--- src/rtl/dpmb_pkg.sv ---
// Shared definitions for the dual-port mailbox interrupt block.
// Assumes exactly two ports: index 0 is the left port, index 1 the right.
package dpmb_pkg;
    localparam int NPORT = 2;
    localparam int PL    = 0;
    localparam int PR    = 1;

    // Decoded access of one port in one cycle.
    typedef struct packed {
        logic             en;   // port enabled
        logic             wr;   // write strobe
        logic [NPORT-1:0] hit;  // hit[k]: address is mailbox word of port k
    } dpmb_acc_t;

    // A write counts only with enable and strobe both active.
    function automatic logic acc_is_write(dpmb_acc_t a);
        return a.en && a.wr;
    endfunction

    function automatic logic acc_is_read(dpmb_acc_t a);
        return a.en && !a.wr;
    endfunction
endpackage

--- src/rtl/dpmb_port_decode.sv ---
// Decodes one port's access against the two mailbox words.
// Mailbox of port k sits at the top of memory: left = top-1, right = top.
// Assumes: purely combinational, inputs are stable at the clock edge.
module dpmb_port_decode
    import dpmb_pkg::*;
#(
    parameter int AW = 13
) (
    input  logic          en,
    input  logic          wr,
    input  logic [AW-1:0] addr,
    output dpmb_acc_t     acc
);
    localparam logic [AW-1:0] TOP_ADDR = '1;

    // Compare the address against each port's mailbox word.
    always_comb begin
        acc.en = en;
        acc.wr = wr;
        for (int k = 0; k < NPORT; k++) begin
            acc.hit[k] = (addr == (TOP_ADDR - AW'(NPORT - 1 - k)));
        end
    end
endmodule

--- src/rtl/dpmb_irq_flag.sv ---
// One pending-interrupt flag with an active-low registered output.
// Set has priority over clear; the flag is clear after reset.
// Assumes set/clr are already qualified by the global interrupt enable.
module dpmb_irq_flag (
    input  logic clk,
    input  logic rst_n,
    input  logic set,
    input  logic clr,
    output logic irq_n
);
    logic pend_q;

    // Flag register: set wins over clear, else hold.
    always_ff @(posedge clk) begin
        if (!rst_n)   pend_q <= 1'b0;
        else if (set) pend_q <= 1'b1;
        else if (clr) pend_q <= 1'b0;
    end

    assign irq_n = ~pend_q;


    reset_idle_chk: assert property (@(posedge clk) !rst_n |=> irq_n);

    set_wins_chk: assert property (@(posedge clk) disable iff (!rst_n) set |=> !irq_n);

    clear_release_chk: assert property (@(posedge clk) disable iff (!rst_n)
        (clr && !set) |=> irq_n);

    idle_hold_chk: assert property (@(posedge clk) disable iff (!rst_n)
        (!set && !clr) |=> $stable(irq_n));
endmodule

--- src/rtl/dpmb_msg_store.sv ---
// Holds the two mailbox words and serves registered reads of them.
// On a same-word double write the left port wins; reads return the
// value held before any write in the same cycle.
// Assumes decoded accesses from dpmb_port_decode, one per port.
module dpmb_msg_store
    import dpmb_pkg::*;
#(
    parameter int DW = 16
) (
    input  logic          clk,
    input  logic          rst_n,
    input  dpmb_acc_t     acc   [NPORT],
    input  logic [DW-1:0] wdata [NPORT],
    output logic [DW-1:0] rdata [NPORT],
    output logic          rsel  [NPORT]
);
    logic [DW-1:0] word_q [NPORT];

    for (genvar k = 0; k < NPORT; k++) begin : g_word
        // Mailbox word k: left write first, then right write.
        always_ff @(posedge clk) begin
            if (!rst_n)
                word_q[k] <= '0;
            else if (acc_is_write(acc[PL]) && acc[PL].hit[k])
                word_q[k] <= wdata[PL];
            else if (acc_is_write(acc[PR]) && acc[PR].hit[k])
                word_q[k] <= wdata[PR];
        end


        left_wins_chk: assert property (@(posedge clk) disable iff (!rst_n)
            (acc_is_write(acc[PL]) && acc[PL].hit[k] &&
             acc_is_write(acc[PR]) && acc[PR].hit[k])
            |=> (word_q[k] == $past(wdata[PL])));
    end

    for (genvar p = 0; p < NPORT; p++) begin : g_read
        // Registered read port p: mailbox word or zero.
        always_ff @(posedge clk) begin
            if (!rst_n) begin
                rdata[p] <= '0;
                rsel[p]  <= 1'b0;
            end else if (acc_is_read(acc[p]) && |acc[p].hit) begin
                rdata[p] <= acc[p].hit[PR] ? word_q[PR] : word_q[PL];
                rsel[p]  <= 1'b1;
            end else begin
                rdata[p] <= '0;
                rsel[p]  <= 1'b0;
            end
        end


        read_sel_chk: assert property (@(posedge clk) disable iff (!rst_n)
            (acc_is_read(acc[p]) && |acc[p].hit) |=> rsel[p]);

        no_sel_chk: assert property (@(posedge clk) disable iff (!rst_n)
            !(acc_is_read(acc[p]) && |acc[p].hit) |=> (!rsel[p] && rdata[p] == '0));
    end
endmodule

--- src/rtl/dpmb_mailbox_top.sv ---
// Dual-port mailbox interrupt controller. Each port's flag is set by the
// opposite port writing that port's mailbox word and cleared by the
// owning port accessing it. irq_en = 0 freezes both flags.
// Assumes one access per port per cycle, inputs stable at the edge.
module dpmb_mailbox_top
    import dpmb_pkg::*;
#(
    parameter int AW = 13,
    parameter int DW = 16
) (
    input  logic          clk,
    input  logic          rst_n,
    input  logic          irq_en,
    input  logic          l_en,
    input  logic          l_wr,
    input  logic [AW-1:0] l_addr,
    input  logic [DW-1:0] l_wdata,
    output logic [DW-1:0] l_rdata,
    output logic          l_rsel,
    output logic          l_irq_n,
    input  logic          r_en,
    input  logic          r_wr,
    input  logic [AW-1:0] r_addr,
    input  logic [DW-1:0] r_wdata,
    output logic [DW-1:0] r_rdata,
    output logic          r_rsel,
    output logic          r_irq_n
);
    logic          en_v    [NPORT];
    logic          wr_v    [NPORT];
    logic [AW-1:0] addr_v  [NPORT];
    logic [DW-1:0] wdata_v [NPORT];
    logic [DW-1:0] rdata_v [NPORT];
    logic          rsel_v  [NPORT];
    logic          irq_n_v [NPORT];
    logic          set_v   [NPORT];
    logic          clr_v   [NPORT];
    dpmb_acc_t     acc_v   [NPORT];

    // Gather port pins into per-port arrays.
    always_comb begin
        en_v[PL] = l_en;    wr_v[PL] = l_wr;    addr_v[PL] = l_addr;    wdata_v[PL] = l_wdata;
        en_v[PR] = r_en;    wr_v[PR] = r_wr;    addr_v[PR] = r_addr;    wdata_v[PR] = r_wdata;
    end

    for (genvar p = 0; p < NPORT; p++) begin : g_port
        dpmb_port_decode #(.AW(AW)) i_decode (
            .en   (en_v[p]),
            .wr   (wr_v[p]),
            .addr (addr_v[p]),
            .acc  (acc_v[p])
        );

        // Set from the opposite port's write, clear from own access.
        always_comb begin
            set_v[p] = irq_en && acc_is_write(acc_v[NPORT-1-p]) && acc_v[NPORT-1-p].hit[p];
            clr_v[p] = irq_en && acc_v[p].en && acc_v[p].hit[p];
        end

        dpmb_irq_flag i_flag (
            .clk   (clk),
            .rst_n (rst_n),
            .set   (set_v[p]),
            .clr   (clr_v[p]),
            .irq_n (irq_n_v[p])
        );
    end

    dpmb_msg_store #(.DW(DW)) i_store (
        .clk   (clk),
        .rst_n (rst_n),
        .acc   (acc_v),
        .wdata (wdata_v),
        .rdata (rdata_v),
        .rsel  (rsel_v)
    );

    assign l_rdata = rdata_v[PL];
    assign r_rdata = rdata_v[PR];
    assign l_rsel  = rsel_v[PL];
    assign r_rsel  = rsel_v[PR];
    assign l_irq_n = irq_n_v[PL];
    assign r_irq_n = irq_n_v[PR];

    localparam logic [AW-1:0] MB_L = {{(AW-1){1'b1}}, 1'b0};
    localparam logic [AW-1:0] MB_R = '1;


    disabled_hold_chk: assert property (@(posedge clk) disable iff (!rst_n)
        !irq_en |=> ($stable(l_irq_n) && $stable(r_irq_n)));

    left_raise_chk: assert property (@(posedge clk) disable iff (!rst_n)
        (irq_en && r_en && r_wr && r_addr == MB_L) |=> !l_irq_n);

    right_raise_chk: assert property (@(posedge clk) disable iff (!rst_n)
        (irq_en && l_en && l_wr && l_addr == MB_R) |=> !r_irq_n);

    right_release_chk: assert property (@(posedge clk) disable iff (!rst_n)
        (irq_en && r_en && r_addr == MB_R && !(l_en && l_wr && l_addr == MB_R)) |=> r_irq_n);
endmodule

--- config.mk ---
export PLATFORM = sky130hd
export DESIGN_NAME = dpmb_mailbox_top
export DESIGN_NICKNAME = d
export VERILOG_FILES = /design/src/rtl/dpmb_pkg.sv /design/src/rtl/dpmb_port_decode.sv /design/src/rtl/dpmb_irq_flag.sv /design/src/rtl/dpmb_msg_store.sv /design/src/rtl/dpmb_mailbox_top.sv
export SDC_FILE = /design/constraint.sdc
export NUM_CORES = 1
export LEC_CHECK = 0
export BUFFER_PORTS_ARGS = -buffer_cell sky130_fd_sc_hd__buf_4
export CAP_MARGIN = 15
export CORE_ASPECT_RATIO = 0.6
export CORE_MARGIN = 1.5
export CORE_UTILIZATION = 47
export CTS_BUF_LIST = sky130_fd_sc_hd__clkbuf_4 sky130_fd_sc_hd__clkbuf_8
export CTS_CLUSTER_SIZE = 28
export DETAILED_ROUTE_END_ITERATION = 16
export PLACE_DENSITY = 0.83
export SYNTH_ARGS = -nofsm -noshare
export SYNTH_HDL_FRONTEND = slang
export SYNTH_SLANG_ARGS = --single-unit
--- constraint.sdc ---
create_clock -name clk -period 2.2 [get_ports clk]
set_input_delay 0.44 -clock clk [delete_from_list [all_inputs] [get_ports clk]]
set_output_delay 0.44 -clock clk [all_outputs]
set_load 0.05 [all_outputs]
[Yosys cells after proc, flatten, opt, wreduce, memory -nomap -nowiden]
Memory sizes are Yosys's and may differ from the RTL's.
Cells that the tools add are included.
Cells by class
  eq/ne operators: 4
  mux-type cells: 27
  bitwise logic cells: 6
  reduce and logical (&&, ||, !) cells: 26
Operators by type and width (number)
  two-way mux 16 bit: 6
  equality test 13 bit (second input constant): 4
  two-way mux 1 bit: 21
  logical AND 1 bit: 18
  OR 1 bit: 4
  AND reduction 2 bit: 2
  nonzero test 2 bit: 2
  OR reduction 2 bit: 2
  zero test 1 bit: 2
  inverter 1 bit: 2
Storage, ports and cells
  register bits after elaboration: 36
  memory bits (writable): 32
  input port bits: 65
  output and inout port bits: 36
  logic and storage cells: 70
  memories kept: 1
Memory list
  i_store.word_q: words 2, bits a word 16, rd ports 2, clocked after memory_dff 0, write ports 2, line dpmb_msg_store.sv:17  | logic [DW-1:0] word_q [NPORT];

[Longest topological paths before layout]
  word-level depth: 7
  gate-level depth with buffers: 7
  mapped depth without buffers: 4

[Modules after synthesis]
Synthesis repeated with hierarchy kept, for this count alone.
Unflattened totals
  cell total of the unflattened synthesis: 223
  area, all modules: 2852.7 um^2
By module, submodules not included
  dpmb_msg_store: times used 1, cells an instance 193, area each 2630.0 um^2, sequential area each 1641.6 um^2
  dpmb_port_decode: times used 2, cells an instance 9, area each 57.6 um^2, sequential area each 0.0 um^2
  dpmb_irq_flag: times used 2, cells an instance 4, area each 37.5 um^2, sequential area each 20.0 um^2
  dpmb_mailbox_top: times used 1, cells an instance 4, area each 32.5 um^2, sequential area each 0.0 um^2

[Worst setup path after synthesis]
Ideal clock, no wire load.
  path kind: input to register
  from: input port l_addr[0]
  to: memory i_store.word_q[1][0] (enable)
  setup time: 0.376 ns
  data arrival time: 1.942 ns
  data required time: 1.824 ns
  slack: -0.117 ns
  stages on the path: 6
  buffers on the path: 3
  cells stage by stage: buf_2 -> nand4_1 -> or4_1 -> clkbuf_1 -> clkbuf_1 -> nand3b_1
RTL lines
  from (decl): line dpmb_mailbox_top.sv:16  | input logic [AW-1:0] l_addr,
  to (decl): line dpmb_msg_store.sv:17

==> out/metrics.csv <==
stage,metric,value,unit
outcome,status,"finished, final reports clean",
floorplan,die_height,64.58,um
grt,track_usage,0.2120,
yosys,synth_common_cells,"sky130_fd_sc_hd__mux2i_1, sky130_fd_sc_hd__dfxtp_1, sky130_fd_sc_hd__nand2_1",
timing,grt_setup_unrepaired,no,
setup_path,setup.reg_to_reg.worst_slack,1.45,ns
yosys,synthDistinctLibCells,28,
floorplan,core_region_area,6111,um2
setup_path,critical_path.endpoint_type,flop,
cells_and_area,stdcell_area,4034,um2
grt,congestion_overflow_gr,0,
setup_path,timing.critical_path.from_type,input pin,
clock_network,clk_pin_slew_worst_paths,0.07,ns
routing,drt-vias-per-instance,5.189,
cells_and_area,fin_nets,436,
routing,ant_nets,0,
job,maxCapViolations,0,
setup_path,crit-reg2reg-launch,i_store.word_q[0][12]$_DFFE_PP_,
cells_and_area,areaGrowthSynthToFinish,35.80,%
setup_path,reg2reg_to,i_store.rdata[12]$_SDFF_PN0_,
power,p_per_area,640.8,nW/um2
yosys,syn-num-nets,330,
timing,final-hold-violation-count,0,
yosys,synth_seq_cells,68,
placement,finalWeightedCongestion,0.7904,
clock_network,ctsHoldBuffers,0,
yosys,post_synth_main_area_contributors,"sky130_fd_sc_hd__edfxtp_1, sky130_fd_sc_hd__dfxtp_1, sky130_fd_sc_hd__mux2i_1, sky130_fd_sc_hd__nand2_1, sky130_fd_sc_hd__nand3_1",
min_path,hp-class,input pin to flop,
floorplan,core.rowCount,22,
floorplan,initial_core_util,0.4861,
floorplan,chipWidth,105.6,um
routing,detail_route.drc_violations,0,
yosys,synthDominantAreaCellType,sky130_fd_sc_hd__edfxtp_1,
timing,final.min_clock_period,1.615,ns
yosys,ys.warnings.count,0,
placement,hpwl,4814,um
timing,worst_clock_skew,0.006982,ns
setup_path,critical_path.startpoint,l_addr[3],
cells_and_area,fillers,476,
setup_path,timing.critical_path.cells,"buf_4, nand4_1, nor4_1, nand3b_1, nand3_2",
routing,dr_total_vias,2387,
min_path,hold_path_sink,g_port[0].i_flag.pend_q$_SDFFE_PN0P_,
setup_path,timing.setup.critical_path_class,input pin to flop,
cells_and_area,drive_gt1_frac,0.3803,
clock_network,clkLatencyLatePin,0.35,ns
timing,fmax,619.0,MHz
clock_network,tritoncts_num_sinks,68,
setup_path,cpMaxStageDelayCell,sky130_fd_sc_hd__nor4_1,
yosys,syn_area_per_cell,11.21,um2
yosys,seq_area_frac_synth,0.5661,
floorplan,floorplan.die_area,6822,um2
grt,first_global_vias,2384,
grt,largest_net_degree_at_the_start_of_global_routing,34,
timing,worst-slew-pin-transition,0.4718,ns
setup_path,crit_path_max_incr_delay,0.39,ns
setup_path,largest_driver_fanout_on_the_critical_path,16,
timing,post-route-period-util,0.7343,
min_path,timing.hold.worst.start,irq_en,
timing,timing.final.ws_setup,0.5845,ns
routing,dr.pass1.iters,4,
clock_network,post_cts_resize_count,0,
floorplan,top_level_port_count,101,
setup_path,critical_path_arrival,1.61,ns
placement,placed_area,3832,um2
timing,tns,0,ns
timing,timing.final.setup_violations,0,
min_path,hold_depth,2,
yosys,ys_dominant_reg_cell,sky130_fd_sc_hd__dfxtp_1,
clock_network,cts_tree,built,
yosys,synth.cell_area,2970,um2
setup_path,worst_r2r_path_depth,2,
grt,antenna_found_initial,0,
clock_network,cts.path.max_buffers,2,
timing,worst_slew_margin_rel,0.6851,
power,design_power_total,2.585,mW
yosys,synth_edf_count,32,
routing,routed_wire_length_per_instance,14.91,um
routing,violation_count_after_the_first_detailed_routing_iteration,105,
clock_network,cts_post_setup_buffers_inserted,0,
yosys,asr_flop_ratio_synth,0,
placement,pre_cts_ws,0.2382,ns
yosys,synth.most_common_cell,sky130_fd_sc_hd__mux2i_1,
routing,postRouteWirelength,6860,um
clock_network,clock_tree.root_cell,sky130_fd_sc_hd__clkbuf_8,
yosys,syn_inst,265,
cells_and_area,antenna-diode-count,0,
power,total_leakage_power,1.763,nW
grt,grt_first_pass_wirelength,10800,um
timing,timing_max_transition_violations_final,0,
setup_path,cp.required,2.20,ns
placement,io_buffer_count,100,
power,vdd.ir_drop.worst,0.3264,mV
clock_network,cts_inserted_buffers,9,
clock_network,h-tree-depth,3,
yosys,post-synth-top-area-fraction,0.3235,
-- through the flow --
step | std cells | hold WS, ns | utilization
after floorplan | 265 | 0.4688 | -
after global placement | 444 | 0.4971 | 0.6272
after detailed placement | 444 | 0.4988 | 0.6272
after CTS | 460 | 0.3394 | 0.6601
after global routing | 460 | 0.3609 | 0.6601
final | 460 | 0.3552 | 0.6601
-- cell families (layout without fill, tap and decap cells) --
kind of cell,after synthesis,count (layout),synth area share
AO/OA/AOI/OAI,18,18,0.03244
AND/OR/NAND/NOR,109,109,0.2047
flip-flops,68,68,0.5661
buffers and inverters,22,133,0.03496
multiplexers,48,48,0.1618
-- layout by cell type (no fill, tap or decap), drive strengths merged --
cell and count:
buf 111, mux2i 48, dfxtp 36, nand2 33, nor2 33, edfxtp 32
nand3 19, o21ai 16, clkbuf 11, nand4 9, inv 5, clkinv 5
nor4 5, nand3b 4, nor2b 2, nand4b 1, and4 1, or4 1
a32o 1, o22ai 1, and2 1, bufinv 1
-- per-layer routing --
layer  routed length, um  vias to the layer above  GRT usage
li1                    -                     1157          -
met2                3427                      116     0.3742
met5                   0                        -          0
met4                 115                        0    0.09291
met3                 549                       14    0.07545
met1                2768                     1100     0.2341
-- final cells by class --
class / instances / area (um2) / share of cell area
Inverter: 6 / 22.52 / 0.005583
Clock inverter: 5 / 50.05 / 0.01241
Multi-Input combinational cell: 175 / 1190 / 0.2950
Tap cell: 84 / 105.1 / 0.02605
Timing Repair Buffer: 111 / 833.3 / 0.2066
Sequential cell: 68 / 1682 / 0.4169
Clock buffer: 11 / 151.4 / 0.03753
-- flip-flops by register name (all words and copies together), names as in the netlist --
name / flops
i_store.rdata: 32
i_store.word_q: 32
g_port.i_flag.pend_q: 2
i_store.rsel: 2
-- report_power, final --
part / total (mW) / switching (mW) / internal, mW
Combinational: 0.198 / 0.0916 / 0.106
Sequential: 1.37 / 0.0151 / 1.35
Clock: 1.02 / 0.444 / 0.576
-- critical path: cells and delay by family --
| kind | cells | cell delay [ns] |
|---|---|---|
| simple gates | 4 | 1.09 |
| buf+inv | 1 | 0.08 |
-- worst max path at each step --
stage	to	slack (ns)	cells past startpoint
CTS	i_store.word_q[0][9]$_DFFE_PP_	0.61	5
detailed placement	i_store.word_q[0][9]$_DFFE_PP_	0.24	5
global placement	i_store.word_q[1][11]$_SDFFCE_PN0P_	0.30	6
floorplan	i_store.word_q[1][0]$_SDFFCE_PN0P_	0.002	6
finish	i_store.word_q[0][9]$_DFFE_PP_	0.58	5
global route	i_store.word_q[0][15]$_DFFE_PP_	0.56	5
Note: power is estimated with default switching activity, not from simulation.
